## src/rtl/spi_err_pkg.sv

```systemverilog
`timescale 1ns/1ps
package spi_err_pkg;

  localparam logic [1:0] A_CTRL = 2'd0;
  localparam logic [1:0] A_STAT = 2'd1;
  localparam logic [1:0] A_DATA = 2'd2;

  localparam int RATE_CW = 5;

  // control word, LSB first: enable, master, polarity, phase, rate, irq enable
  typedef struct packed {
    logic       ie;
    logic [1:0] rate;
    logic       cpha;
    logic       cpol;
    logic       mstr;
    logic       ena;
  } ctrl_t;

  // serial clock half-period in system clocks for a rate code
  function automatic int unsigned half_period(input logic [1:0] rate);
    case (rate)
      2'd0:    return 1;
      2'd1:    return 2;
      2'd2:    return 8;
      default: return 16;
    endcase
  endfunction

endpackage

```

## src/rtl/spi_baud.sv

```systemverilog
`timescale 1ns/1ps
module spi_baud
  import spi_err_pkg::*;
#(
  parameter int CW = RATE_CW
) (
  input  logic       clk,
  input  logic       rst_n,
  input  logic       run,
  input  logic [1:0] rate,
  output logic       tick
);

  logic [CW-1:0] cnt;
  logic [CW-1:0] lim;

  assign lim  = CW'(half_period(rate) - 1);
  assign tick = run && (cnt == lim);

  always_ff @(posedge clk or negedge rst_n) begin
    if (!rst_n)            cnt <= '0;
    else if (!run || tick) cnt <= '0;
    else                   cnt <= cnt + 1'b1;
  end

  // ticks are spaced one half-period apart
  p_tick_gap_r3: assert property (@(posedge clk) disable iff (!rst_n)
    (tick && lim != '0 && $stable(rate)) |=> !tick);

endmodule

```

## src/rtl/spi_master_eng.sv

```systemverilog
`timescale 1ns/1ps
module spi_master_eng #(
  parameter int DW = 8
) (
  input  logic          clk,
  input  logic          rst_n,
  input  logic          start,
  input  logic          abort,
  input  logic [DW-1:0] din,
  input  logic          cpol,
  input  logic          cpha,
  input  logic          tick,
  input  logic          miso,
  output logic          busy,
  output logic          sck,
  output logic          mosi,
  output logic          done,
  output logic [DW-1:0] dout
);

  localparam int EW = $clog2(2 * DW);
  localparam logic [EW-1:0] LAST = EW'(2 * DW - 1);

  logic [DW-1:0] sreg;
  logic [EW-1:0] ec;
  logic          busy_q, act_q, rbit, mosi_q;
  logic          lead_edge, trail_edge;

  assign lead_edge  = busy_q & tick & ~ec[0];
  assign trail_edge = busy_q & tick &  ec[0];
  assign done       = trail_edge & (ec == LAST);
  assign dout       = {sreg[DW-2:0], cpha ? miso : rbit};
  assign busy       = busy_q;
  assign sck        = act_q ^ cpol;
  assign mosi       = mosi_q;

  always_ff @(posedge clk or negedge rst_n) begin
    if (!rst_n) begin
      busy_q <= 1'b0;
      act_q  <= 1'b0;
      ec     <= '0;
      sreg   <= '0;
      rbit   <= 1'b0;
      mosi_q <= 1'b0;
    end else if (abort) begin
      busy_q <= 1'b0;
      act_q  <= 1'b0;
      ec     <= '0;
    end else if (start) begin
      busy_q <= 1'b1;
      act_q  <= 1'b0;
      ec     <= '0;
      sreg   <= din;
      mosi_q <= din[DW-1];
    end else if (busy_q && tick) begin
      act_q <= ~act_q;
      if (lead_edge) begin
        if (!cpha) rbit   <= miso;
        else       mosi_q <= sreg[DW-1];
      end else begin
        if (!cpha) begin
          sreg   <= {sreg[DW-2:0], rbit};
          mosi_q <= sreg[DW-2];
        end else begin
          sreg <= {sreg[DW-2:0], miso};
        end
      end
      if (ec == LAST) begin
        ec     <= '0;
        busy_q <= 1'b0;
      end else begin
        ec <= ec + 1'b1;
      end
    end
  end

  // a new transfer begins with the clock at its idle level
  p_start_idle_r4: assert property (@(posedge clk) disable iff (!rst_n)
    (start && !abort && !busy_q) |=> (busy && (sck == cpol || !$stable(cpol))));

  // the last edge releases the engine
  p_done_frees_r2: assert property (@(posedge clk) disable iff (!rst_n)
    (done && !start) |=> !busy);

endmodule

```

## src/rtl/spi_slave_eng.sv

```systemverilog
`timescale 1ns/1ps
module spi_slave_eng #(
  parameter int DW = 8
) (
  input  logic          clk,
  input  logic          rst_n,
  input  logic          en,
  input  logic          cpol,
  input  logic          cpha,
  input  logic          ss_n,
  input  logic          sck_in,
  input  logic          mosi_in,
  input  logic          load,
  input  logic [DW-1:0] din,
  output logic          miso,
  output logic          done,
  output logic [DW-1:0] dout,
  output logic          in_window
);

  localparam int BW = $clog2(DW);
  localparam logic [BW-1:0] LASTB = BW'(DW - 1);

  logic          sck_m, sck_s, sck_p, mo_m, mo_s;
  logic [DW-1:0] sreg;
  logic [BW-1:0] bc;
  logic          rbit, miso_q, started_q;
  logic          act, lvl_now, lvl_old, lead, trail;

  assign act     = en & ~ss_n;
  assign lvl_now = sck_s ^ cpol;
  assign lvl_old = sck_p ^ cpol;
  assign lead    = act &  lvl_now & ~lvl_old;
  assign trail   = act & ~lvl_now &  lvl_old;

  assign done      = trail & (bc == LASTB);
  assign dout      = {sreg[DW-2:0], cpha ? mo_s : rbit};
  assign miso      = miso_q;
  assign in_window = started_q;

  always_ff @(posedge clk or negedge rst_n) begin
    if (!rst_n) begin
      sck_m <= 1'b0; sck_s <= 1'b0; sck_p <= 1'b0;
      mo_m  <= 1'b0; mo_s  <= 1'b0;
    end else begin
      sck_m <= sck_in; sck_s <= sck_m; sck_p <= sck_s;
      mo_m  <= mosi_in; mo_s <= mo_m;
    end
  end

  always_ff @(posedge clk or negedge rst_n) begin
    if (!rst_n) begin
      sreg      <= '0;
      bc        <= '0;
      rbit      <= 1'b0;
      miso_q    <= 1'b0;
      started_q <= 1'b0;
    end else begin
      if (load) sreg <= din;
      if (!act) begin
        bc        <= '0;
        started_q <= 1'b0;
        miso_q    <= load ? din[DW-1] : sreg[DW-1];
      end else begin
        if (lead) begin
          started_q <= 1'b1;
          if (!cpha) rbit   <= mo_s;
          else       miso_q <= sreg[DW-1];
        end
        if (trail) begin
          if (!cpha) begin
            sreg   <= {sreg[DW-2:0], rbit};
            miso_q <= sreg[DW-2];
          end else begin
            sreg <= {sreg[DW-2:0], mo_s};
          end
          if (bc == LASTB) begin
            bc        <= '0;
            started_q <= 1'b0;
          end else begin
            bc <= bc + 1'b1;
          end
        end
      end
    end
  end

  // deselecting the slave closes the collision window
  p_window_clear_r8: assert property (@(posedge clk) disable iff (!rst_n)
    !act |=> !in_window);

endmodule

```

## src/rtl/spi_ctl_err.sv

```systemverilog
`timescale 1ns/1ps
module spi_ctl_err
  import spi_err_pkg::*;
#(
  parameter int DW = 8
) (
  input  logic          clk,
  input  logic          rst_n,
  input  logic          bus_sel,
  input  logic          bus_wr,
  input  logic [1:0]    bus_addr,
  input  logic [DW-1:0] bus_wdata,
  output logic [DW-1:0] bus_rdata,
  output logic          sck_o,
  output logic          mosi_o,
  input  logic          miso_i,
  input  logic          ss_n_i,
  input  logic          sck_i,
  input  logic          mosi_i,
  output logic          miso_o,
  output logic          irq_o
);

  localparam int CTRL_W = $bits(ctrl_t);

  ctrl_t         ctrl_q;
  logic          spif_q, wcol_q, modf_q, ovr_q;
  logic          arm_x_q, arm_m_q;
  logic [DW-1:0] rxbuf_q;
  logic          ss_m, ss_s;

  // named internal events
  logic rd_stat, rd_data, wr_data, wr_ctrl, data_access;
  logic is_master, is_slave, mode_fault, collide;
  logic m_start, s_load, clr_x, clr_m, xfer_done;
  logic [DW-1:0] xfer_byte;

  logic          tick, m_busy, m_done, s_done, s_window;
  logic [DW-1:0] m_dout, s_dout;

  assign rd_stat     = bus_sel & ~bus_wr & (bus_addr == A_STAT);
  assign rd_data     = bus_sel & ~bus_wr & (bus_addr == A_DATA);
  assign wr_data     = bus_sel &  bus_wr & (bus_addr == A_DATA);
  assign wr_ctrl     = bus_sel &  bus_wr & (bus_addr == A_CTRL);
  assign data_access = rd_data | wr_data;

  assign is_master  = ctrl_q.ena &  ctrl_q.mstr;
  assign is_slave   = ctrl_q.ena & ~ctrl_q.mstr;
  assign mode_fault = is_master & ~ss_s;
  assign collide    = wr_data & ((is_master & m_busy) |
                                 (is_slave & (ctrl_q.cpha ? s_window : ~ss_s)));
  assign m_start    = wr_data & is_master & ~m_busy & ~mode_fault;
  assign s_load     = wr_data & ~is_master & ~collide;
  assign clr_x      = data_access & arm_x_q;
  assign clr_m      = wr_ctrl & arm_m_q;
  assign xfer_done  = m_done | s_done;
  assign xfer_byte  = m_done ? m_dout : s_dout;

  always_ff @(posedge clk or negedge rst_n) begin
    if (!rst_n) begin
      ss_m <= 1'b1;
      ss_s <= 1'b1;
    end else begin
      ss_m <= ss_n_i;
      ss_s <= ss_m;
    end
  end

  always_ff @(posedge clk or negedge rst_n) begin
    if (!rst_n) begin
      ctrl_q  <= '0;
      spif_q  <= 1'b0;
      wcol_q  <= 1'b0;
      modf_q  <= 1'b0;
      ovr_q   <= 1'b0;
      arm_x_q <= 1'b0;
      arm_m_q <= 1'b0;
      rxbuf_q <= '0;
    end else begin
      if (wr_ctrl) ctrl_q <= ctrl_t'(bus_wdata[CTRL_W-1:0]);
      if (mode_fault) begin
        ctrl_q.ena  <= 1'b0;
        ctrl_q.mstr <= 1'b0;
      end

      if (rd_stat && (spif_q || wcol_q)) arm_x_q <= 1'b1;
      else if (data_access)              arm_x_q <= 1'b0;
      if (rd_stat && modf_q)             arm_m_q <= 1'b1;
      else if (wr_ctrl)                  arm_m_q <= 1'b0;

      if (clr_x) begin
        spif_q <= 1'b0;
        wcol_q <= 1'b0;
        ovr_q  <= 1'b0;
      end
      if (clr_m)      modf_q <= 1'b0;
      if (mode_fault) modf_q <= 1'b1;
      if (collide)    wcol_q <= 1'b1;
      if (xfer_done) begin
        spif_q <= 1'b1;
        if (spif_q) ovr_q   <= 1'b1;
        else        rxbuf_q <= xfer_byte;
      end
    end
  end

  always_comb begin
    bus_rdata = '0;
    case (bus_addr)
      A_CTRL:  bus_rdata = DW'(ctrl_q);
      A_STAT:  bus_rdata = DW'({ovr_q, modf_q, wcol_q, spif_q});
      A_DATA:  bus_rdata = rxbuf_q;
      default: bus_rdata = '0;
    endcase
  end

  assign irq_o = ctrl_q.ie & (spif_q | modf_q);

  spi_baud #(.CW(RATE_CW)) u_baud (
    .clk  (clk),
    .rst_n(rst_n),
    .run  (m_busy),
    .rate (ctrl_q.rate),
    .tick (tick)
  );

  spi_master_eng #(.DW(DW)) u_master (
    .clk  (clk),
    .rst_n(rst_n),
    .start(m_start),
    .abort(mode_fault),
    .din  (bus_wdata),
    .cpol (ctrl_q.cpol),
    .cpha (ctrl_q.cpha),
    .tick (tick),
    .miso (miso_i),
    .busy (m_busy),
    .sck  (sck_o),
    .mosi (mosi_o),
    .done (m_done),
    .dout (m_dout)
  );

  spi_slave_eng #(.DW(DW)) u_slave (
    .clk      (clk),
    .rst_n    (rst_n),
    .en       (is_slave),
    .cpol     (ctrl_q.cpol),
    .cpha     (ctrl_q.cpha),
    .ss_n     (ss_s),
    .sck_in   (sck_i),
    .mosi_in  (mosi_i),
    .load     (s_load),
    .din      (bus_wdata),
    .miso     (miso_o),
    .done     (s_done),
    .dout     (s_dout),
    .in_window(s_window)
  );

  // contention drops the unit to a disabled slave and halts the engine
  p_modf_effect_r5: assert property (@(posedge clk) disable iff (!rst_n)
    mode_fault |=> (!ctrl_q.ena && !ctrl_q.mstr && modf_q && !m_busy));

  // a colliding write neither stops nor restarts the running byte
  p_wcol_keeps_xfer_r6: assert property (@(posedge clk) disable iff (!rst_n)
    (wr_data && m_busy && !m_done && !mode_fault) |=> (m_busy && wcol_q));

  // an overrun leaves the unread byte in place
  p_ovr_hold_r9: assert property (@(posedge clk) disable iff (!rst_n)
    (xfer_done && spif_q) |=> ($stable(rxbuf_q) && ovr_q && spif_q));

  // a data access that was not armed clears nothing
  p_clear_needs_arm_r10: assert property (@(posedge clk) disable iff (!rst_n)
    (data_access && !arm_x_q && spif_q) |=> spif_q);

  // completion with interrupts enabled raises the request
  p_irq_on_done_r12: assert property (@(posedge clk) disable iff (!rst_n)
    (xfer_done && ctrl_q.ie && !wr_ctrl) |=> irq_o);

endmodule

```

## config.mk

```make
export PLATFORM = sky130hd
export DESIGN_NAME = spi_ctl_err
export DESIGN_NICKNAME = d
export VERILOG_FILES = /design/src/rtl/spi_err_pkg.sv /design/src/rtl/spi_baud.sv /design/src/rtl/spi_master_eng.sv /design/src/rtl/spi_slave_eng.sv /design/src/rtl/spi_ctl_err.sv
export SDC_FILE = /design/constraint.sdc
export NUM_CORES = 1
export LEC_CHECK = 0
export CAP_MARGIN = 20
export CELL_PAD_IN_SITES_DETAIL_PLACEMENT = 0
export CELL_PAD_IN_SITES_GLOBAL_PLACEMENT = 2
export CORE_MARGIN = 1
export CORE_UTILIZATION = 25
export DETAILED_ROUTE_END_ITERATION = 16
export PLACE_DENSITY_LB_ADDON = 0.1
export SYNTH_ARGS = -nofsm -noshare
export SYNTH_HDL_FRONTEND = slang
export SYNTH_SLANG_ARGS = --single-unit
```

## constraint.sdc

```tcl
create_clock -name clk -period 3.4 [get_ports clk]
set_input_delay 0.34 -clock clk [delete_from_list [all_inputs] [get_ports clk]]
set_output_delay 0.34 -clock clk [all_outputs]
set_load 0.02 [all_outputs]
```

Yosys cells after proc, flatten, opt, wreduce, memory -nomap -nowiden
Cells that the tools add are included.

Flip-flop bits (word level): 63. Bits of input ports: 18. Output and inout port bits: 12. Word-level logic and storage cells: 180.

Add/sub/neg operators: 4. Equality and inequality tests: 11. Mux-type cells: 58. Bitwise logic cells: 51. Reduce and logical (&&, ||, !) cells: 24.

Operator list (number): 2-to-1 mux 8 bit (7); 2-to-1 mux 1 bit (39); AND 1 bit (30); one-hot mux 8 bit (3 select lines) (1); 2-to-1 mux 4 bit (4); one-hot mux 5 bit (3 select lines) (1); NOT 1 bit (14); nonzero test 2 bit (7); 2-to-1 mux 3 bit (3); AND reduction 3 bit (2); nonzero test 3 bit (2); adder 5 x 1 -> 5 bit (second input constant) (1); equality test 5 bit (1); 2-to-1 mux 5 bit (1); AND reduction 5 bit (1); subtractor 5 x 1 -> 5 bit (second input constant) (1); adder 4 x 1 -> 4 bit (second input constant) (1); equality test 2 x 1 -> 1 bit (second input constant) (2); equality test 2 bit (second input constant) (2); equality test 4 bit (second input constant) (1); logical AND 1 bit (4); logical NOT 2 bit (2); 2-to-1 mux 2 bit (2); != test 2 bit (second input constant) (2); other kinds (10) (17).

Depth between registers and ports, before layout
Gate-level depths: netlist of run 1.

Word-level depth: 10. Mapped depth: 9.

Hierarchy
Synthesis of run 1 repeated with hierarchy kept, for this count alone.

Cells, all modules: 348. Area total of the unflattened synthesis: 3624.7 um^2.

By module, submodules not included: spi_ctl_err (instances 1, cells each 123, area each 1219.9 um^2, seq. area each 578.1 um^2); spi_slave_eng (instances 1, cells each 105, area each 1133.6 um^2, seq. area each 475.5 um^2); spi_master_eng (instances 1, cells each 87, area each 962.2 um^2, seq. area each 400.4 um^2); spi_baud (instances 1, cells each 33, area each 309.0 um^2, seq. area each 125.1 um^2).

Worst setup path before layout of run 1
OpenSTA, ideal clock, no wires.

Kind: register to register. From: reg ss_s. To: reg rxbuf_q[1]. Data arrival time: 2090 ps. Required time: 3277 ps. Slack: 1187 ps. Cell stages (with the launch flop): 10. Buffers on the path: 4. Clock period less this slack: 2213 ps. Cell sequence: dfstp_2 > buf_6 > or3b_1 > buf_2 > a21o_1 > buf_6 > or3_1 > buf_6 > a21o_4 > o221a_1.

Longest elaborated chain between the ends: 7.

Ends and longest elaborated chain: start, declared (line spi_ctl_err.sv:30) `logic ss_m, ss_s;`; start signal, assigned (line spi_ctl_err.sv:65) `ss_s <= ss_m;`; NOT 1 bit (line spi_slave_eng.sv:30) `assign act = en & ~ss_n;`; AND 1 bit (line spi_slave_eng.sv:30); AND 1 bit (2 in series) (line spi_slave_eng.sv:34) `assign trail = act & ~lvl_now & lvl_old;`; AND 1 bit (line spi_slave_eng.sv:36) `assign done = trail & (bc == LASTB);`; bitwise OR 1 bit (line spi_ctl_err.sv:56) `assign xfer_done = m_done | s_done;`; AND reduction 2 bit (no line); end signal, assigned (line spi_ctl_err.sv:102) `else rxbuf_q <= xfer_byte;`; end, declared (line spi_ctl_err.sv:29) `logic [DW-1:0] rxbuf_q;`.

Every way passes these cells. A chain may end at the register's enable or synchronous reset.

Final worst setup path of run 1
From: reg ctrl_q[1] in the netlist's numbering. To: reg rxbuf_q[1].

Longest elaborated chain between the ends: 8.

Ends and longest elaborated chain: start, declared (line spi_ctl_err.sv:26) `ctrl_t ctrl_q;`; start signal, assigned (line spi_ctl_err.sv:80) `if (wr_ctrl) ctrl_q <= ctrl_t'(bus_wdata[CTRL_W-1:0]);`; NOT 1 bit (line spi_ctl_err.sv:48) `assign is_slave = ctrl_q.ena & ~ctrl_q.mstr;`; AND 1 bit (line spi_ctl_err.sv:48); AND 1 bit (line spi_slave_eng.sv:30); AND 1 bit (2 in series) (line spi_slave_eng.sv:34); AND 1 bit (line spi_slave_eng.sv:36); bitwise OR 1 bit (line spi_ctl_err.sv:56); AND reduction 2 bit (no line).

Every way passes these cells.

==> run_results.csv, run 1 <==
group,metric,value,unit
clock_tree,cts_max_level,3,
synthesis,synthesis.area,3300,um^2
synthesis,yosysMostFrequentCell,"dfrtp_1",
clock_tree,clockBufferDepth,2,
synthesis,syn-num-nets,350,
clock_tree,cts_buffers,9,
timing,setup_slack,828,ps
finish,antenna_cells,0,
synthesis,seq_area_frac_synth,0.478,
finish,area_delta_synth_final,23.3,%
synthesis,synthCells,328,
timing,slew_viol_final,0,
timing,setup_viol,0,
run,maxCapViolations,0,
finish,fin_nets,383,
synthesis,synthTopCellsByArea,"dfrtp_1 46%, mux2i_1 8.2%, a21oi_1 4.4%",
finish,multi_input_area,1590,um^2
critical_path,reg2reg_slack,830,ps
routing,avgViaCountPerCell,4.76,
timing,worst_pin_slew,795,ps
synthesis,synth_commonest_cells,"61 x dfrtp_1, 33 x nor2_1, 29 x a21oi_1",
clock_tree,cts-resized-gates,0,
critical_path,cpPeakStageDelay,550,ps
clock_tree,cts_setup_buffers,0,
routing,wl_per_cell,17.0,um
routing,drtAntennaViolNets,0,
synthesis,ys_types,50,
die,rows,41,
clock_tree,cts_tree,"done",
critical_path,setup.worst_path.end_class,"flop",
synthesis,yosys_warnings,0,
timing,layout_min_cycle_time,2570,ps
worst_hold_path,worstHoldStart,"u_slave.mo_m",
timing,finalSetupTns,0,ps
placed_design,hpwlAfterDp,6710,um
finish,ff_latch_area,1580,um^2
worst_hold_path,min_path_type,"flop to flop",
routing,vias,2556,
routing,drcViolationCount,0,
critical_path,path_cells,"or3b_1 > a21o_1 > or3_1 > a21o_4 > o221a_1",
timing,rsz0062_at_grt,"no",
placed_design,gp_congestion,0.718,
grt,grt_first_pass_wirelength,14600,um
worst_hold_path,min_delay_path_depth,0,
critical_path,r2r-start,"ctrl_q[1]",
finish,drive_gt1_frac,0.107,
routing,drtPass1Iterations,4,
critical_path,criticalPathCategory,"flop to flop",
grt,grt-ovfl-total,0,
placed_design,pre_cts_ws,737,ps
pwr,power_density,694,nW/um^2
routing,drt_iter0_drc,138,
worst_hold_path,hold_end,"u_slave.mo_s",
die,die_area,13700,um^2
critical_path,cp.arrival,2780,ps
status,outcome,"finished, final reports clean",
grt,antenna_found_initial,0,
critical_path,rr_worst_depth,5,
synthesis,synth_ff_type,"dfrtp_1",
timing,max_slew_margin,0.468,
critical_path,start_kind,"flop",
timing,fmax,389,MHz
die,initial_core_util,0.259,
die,die_w,117,um
routing,routed_wl,9110,um
synthesis,yosysTopAreaCell,"dfrtp_1",
clock_tree,root_buffer,"clkbuf_16",
critical_path,cp_slowest_cell,"or3b_1",
placed_design,portBuffers,29,
timing,final-hold-violation-count,0,
critical_path,regToRegEndpoint,"rxbuf_q[1]",
synthesis,synth-edff-count,0,
timing,fin_skew,5.94,ps
critical_path,crit_required,3610,ps
synthesis,netlist.area_leader.share,0.462,
timing,period_share,0.757,
synthesis,ys_ff_latch,63,
finish,nFillCells,1356,
die,design.core.area,12700,um^2
clock_tree,clk_pin_slew,50,ps
pwr,vdd_drop_max,0.205,mV
pwr,power_leakage,1.79,nW
clock_tree,clock_latency,330,ps
clock_tree,numClockSinks,63,
critical_path,crit_path_max_fanout,17,
die,ios,30,
grt,grt_max_degree,32,
synthesis,async_flop_share,1.00,
grt,grt_pass1_vias,2493,
grt,track_usage,0.149,
die,die_y,117,um
synthesis,avgSynthCellArea,10.1,um^2
how the worst max path moves through the flow:
stage                start             to  slack (ps)  depth (start not counted)
2_1_floorplan         ss_s     rxbuf_q[1]        1190                          9
3_3_place_gp   bus_addr[0]  u_master.rbit         750                          7
3_5_place_dp   bus_addr[0]  u_master.mosi         740                          6
4_1_cts          ctrl_q[1]     rxbuf_q[1]         810                          5
5_1_grt               ss_s     rxbuf_q[1]         680                          5
6_report         ctrl_q[1]     rxbuf_q[1]         830                          5
worst max-delay path: cells and delay by family (launching register included):
| family | cells | cell delay [ps] |
|---|---|---|
| and+or+nand+nor | 2 | 1090 |
| DFF | 1 | 460 |
| AOI/OAI and AO/OA | 3 | 910 |
per-stage QoR:
stage	cells	area, um^2	power (W)	util	hold slack (ps)
after floorplan	328	3300	0.00164	-	44.4
after global placement	520	3770	0.00196	0.297	237
after detailed placement	520	3770	0.00195	0.297	231
after CTS	536	4060	0.00286	0.319	352
after global routing	537	4070	0.00300	0.320	356
final	537	4070	0.00282	0.320	350
layout by cell type (no fill, tap or decap), drive strengths merged, types with 13 or more instances in the layout:
master         instances
dfrtp                 61
mux2i                 27
inv                   13
nand2                 24
clkdlybuf4s50         28
o21ai                 13
nor2                  33
a21oi                 29
logic make-up after synthesis:
logic type | after synthesis | share of synthesized area
AO/OA/AOI/OAI | 79 | 0.165
buffers and inverters | 30 | 0.0413
XOR/XNOR | 7 | 0.0186
adder cells (fa/ha/maj) | 4 | 0.0152
AND/OR/NAND/NOR | 111 | 0.176
multiplexers | 34 | 0.106
flip-flops | 63 | 0.478
layer usage:
metal  vias up  share of wire  track usage
met5         -              0            0
met4         0          0.017       0.0709
met3        10          0.037       0.0309
met2        53           0.41        0.202
met1      1239           0.53        0.223
li1       1254              -            -
registers in the layout (all words and copies together) (netlist names), 3 cells and up:
| name | cells |
|---|---|
| ctrl_q | 7 |
| u_baud.cnt | 5 |
| u_slave.sreg | 8 |
| rxbuf_q | 8 |
| u_master.sreg | 8 |
| u_slave.bc | 3 |
| u_master.ec | 4 |
layout make-up:
type | instances | area share
Multi-Input combinational cell | 235 | 0.389
Sequential cell | 63 | 0.388
Timing Repair Buffer | 39 | 0.0891
Clock buffer | 10 | 0.0563
Tap cell | 172 | 0.0529
Clock inverter | 5 | 0.0123
Inverter | 13 | 0.0120
timing repair:
| action | CTS | global route |
|---|---|---|
| endpoints found under the setup margin | 0 | 0 |
| hold buffers | 1 | 0 |
| hold endpoints to repair | 10 | 0 |
power breakdown:
group / internal, W / leakage, nW / switching [W]
Combinational: 0.000350 / 0.861 / 0.000400
Sequential: 0.000954 / 0.782 / 0.000233
Clock: 0.000557 / 0.142 / 0.000329
No activity file was read; power rests on OpenSTA's default activity.
==> inputs of run 2 (changes only) <==
==> constraint.sdc (replaced) <==
create_clock -name clk -period 2.59 [get_ports clk]
set_input_delay 0.259 -clock clk [delete_from_list [all_inputs] [get_ports clk]]
set_output_delay 0.259 -clock clk [all_outputs]
set_load 0.02 [all_outputs]
==> run 2 against run 1 <==
Compared with the run above:
- non-clock buffer count is 15 higher
- sequential cell count stayed put
- sequential power is 29% higher
- via count is 1.4% higher
- largest power group unchanged
==> run_results.csv, run 2 (synthesis results as in run 1) <==
group,metric,value,unit
timing,fin_skew,6.63,ps
critical_path,r2r-start,"ctrl_q[1]",
routing,wl_met2,3990,um
placed_design,gp_congestion,0.733,
clock_tree,clockBufferDepth,2,
pwr,vdd_drop_max,0.357,mV
critical_path,critPathTopFamily,"buffers and inverters",
die,ios,30,
routing,routed_wl,9410,um
routing,drcViolationCount,0,
clock_tree,clock_latency,330,ps
grt,grt_max_degree,46,
clock_tree,numClockSinks,63,
pwr,power_density,906,nW/um^2
routing,drtPass1Iterations,4,
finish,final_common_cell,"dfrtp_1",
grt,antenna_found_initial,0,
placed_design,pre_cts_ws,202,ps
die,die_y,117,um
finish,area_delta_synth_final,27.7,%
timing,slew_viol_final,0,
finish,final_cell_mix,"61 x dfrtp_1, 33 x nor2_1, 29 x a21oi_1, 28 x clkdlybuf4s50_1, 27 x mux2i_1",
placed_design,place_inst,536,
clock_tree,clk_pin_slew,50,ps
critical_path,crit_path_max_fanout,13,
grt,grt_first_pass_wirelength,15200,um
finish,reg_top3,"rxbuf_q (8), u_master.sreg (8), u_slave.sreg (8)",
critical_path,cp_common_cell,"clkdlybuf4s50_1",
finish,antenna_cells,0,
placed_design,portBuffers,29,
routing,vias,2593,
finish,drive_gt1_frac,0.142,
timing,fmax,440,MHz
critical_path,path_buf_inv,3,
routing,avgViaCountPerCell,4.70,
routing,drt_iter0_drc,151,
routing,wl_per_cell,17.0,um
worst_hold_path,min_path_type,"input pin to flop",
die,initial_core_util,0.259,
timing,setup_slack,319,ps
timing,rsz0062_at_grt,"no",
clock_tree,cts-resized-gates,0,
run,maxCapViolations,0,
placed_design,hpwlAfterDp,7000,um
routing,routed.top_layer,"met4",
timing,layout_min_cycle_time,2270,ps
timing,setup_viol,0,
timing,max_slew_margin,0.653,
pwr,power_leakage,1.87,nW
critical_path,cp_slowest_cell,"clkdlybuf4s50_1",
critical_path,crit_required,2330,ps
die,die_w,117,um
clock_tree,cts_buffers,9,
clock_tree,root_buffer,"clkbuf_16",
die,rows,41,
routing,met1Wirelength,4830,um
routing,dr_wl_met3,446,um
die,die_area,13700,um^2
grt,grt-ovfl-total,0,
clock_tree,cts_max_level,3,
critical_path,cpPeakStageDelay,650,ps
grt,grt_pass1_vias,2603,
clock_tree,cts_setup_buffers,0,
clock_tree,cts_tree,"done",
critical_path,path_cells,"clkdlybuf4s50_1 > buf_4 > nor2b_1 > nand2_1 > o21ai_0 > clkdlybuf4s50_1",
timing,period_share,0.877,
grt,track_usage,0.154,
timing,final-hold-violation-count,0,
timing,worst_pin_slew,518,ps
die,design.core.area,12700,um^2
worst_hold_path,worstHoldStart,"ss_n_i",
critical_path,cp.arrival,2010,ps
finish,fin_cells,552,
critical_path,criticalPathCategory,"input pin to output port",
critical_path,start_kind,"input pin",
status,outcome,"finished, final reports clean",
finish,fin_nets,398,
timing,finalSetupTns,0,ps
critical_path,setup.worst_path.end_class,"output port",
critical_path,crit_start,"bus_addr[0]",
routing,drtAntennaViolNets,0,
## run 2: area by class of cell
cell class / count / area [um^2]
clock inverters: 3 / 42.5
repair buffers: 54 / 488
well taps: 172 / 215
flip-flops and latches: 63 / 1580
fillers: 1359 / 8510
multi-input cells: 235 / 1590
inverters: 13 / 48.8
clock buffers: 12 / 256
## run 2: path summary, 6_finish.rpt
kind,to,slack (ps),cells after the start
max in group asynchronous,ss_m,1490,3
setup / recovery,bus_rdata[0],320,6
min in group asynchronous,u_baud.cnt[0],420,2
setup reg to reg,rxbuf_q[6],510,5
hold reg to reg,u_slave.sck_s,350,0
hold / removal,ss_m,330,1
## run 2: per-stage QoR
step / power [W] / cell area (um^2) / hold WS, ps / utilization
floorplan: 0.00216 / 3300 / -36.6 / -
global placement: 0.00264 / 3910 / 255 / 0.307
detailed placement: 0.00264 / 3910 / 262 / 0.307
CTS: 0.00388 / 4220 / 323 / 0.331
global route: 0.00408 / 4220 / 331 / 0.331
finish: 0.00382 / 4220 / 333 / 0.331
## run 2: worst reg2reg max path, stage by stage (launching register included)
cell	delay, ps
dfrtp_1	370
or3b_1	530
a21o_1	230
or3_1	350
a21o_4	240
o221a_1	240
## run 2: what timing repair did
action / CTS / global route
endpoints found under the setup margin: 0 / 0
hold buffers: 1 / 0
endpoints found under the hold margin: 18 / 0
## run 2: per-layer routing
metal	GRT usage	vias to the layer above
met2	0.216	60
met4	0.0633	0
met1	0.227	1234
met3	0.0350	10
met5	0	-
li1	-	1289
## run 2: report_power, final
| group | internal [W] | switching, W | leakage (nW) |
|---|---|---|---|
| clock network | 0.000790 | 0.000427 | 0.145 |
| logic | 0.000511 | 0.000564 | 0.938 |
| registers | 0.00125 | 0.000273 | 0.782 |
| total | 0.00255 | 0.00126 | 1.87 |
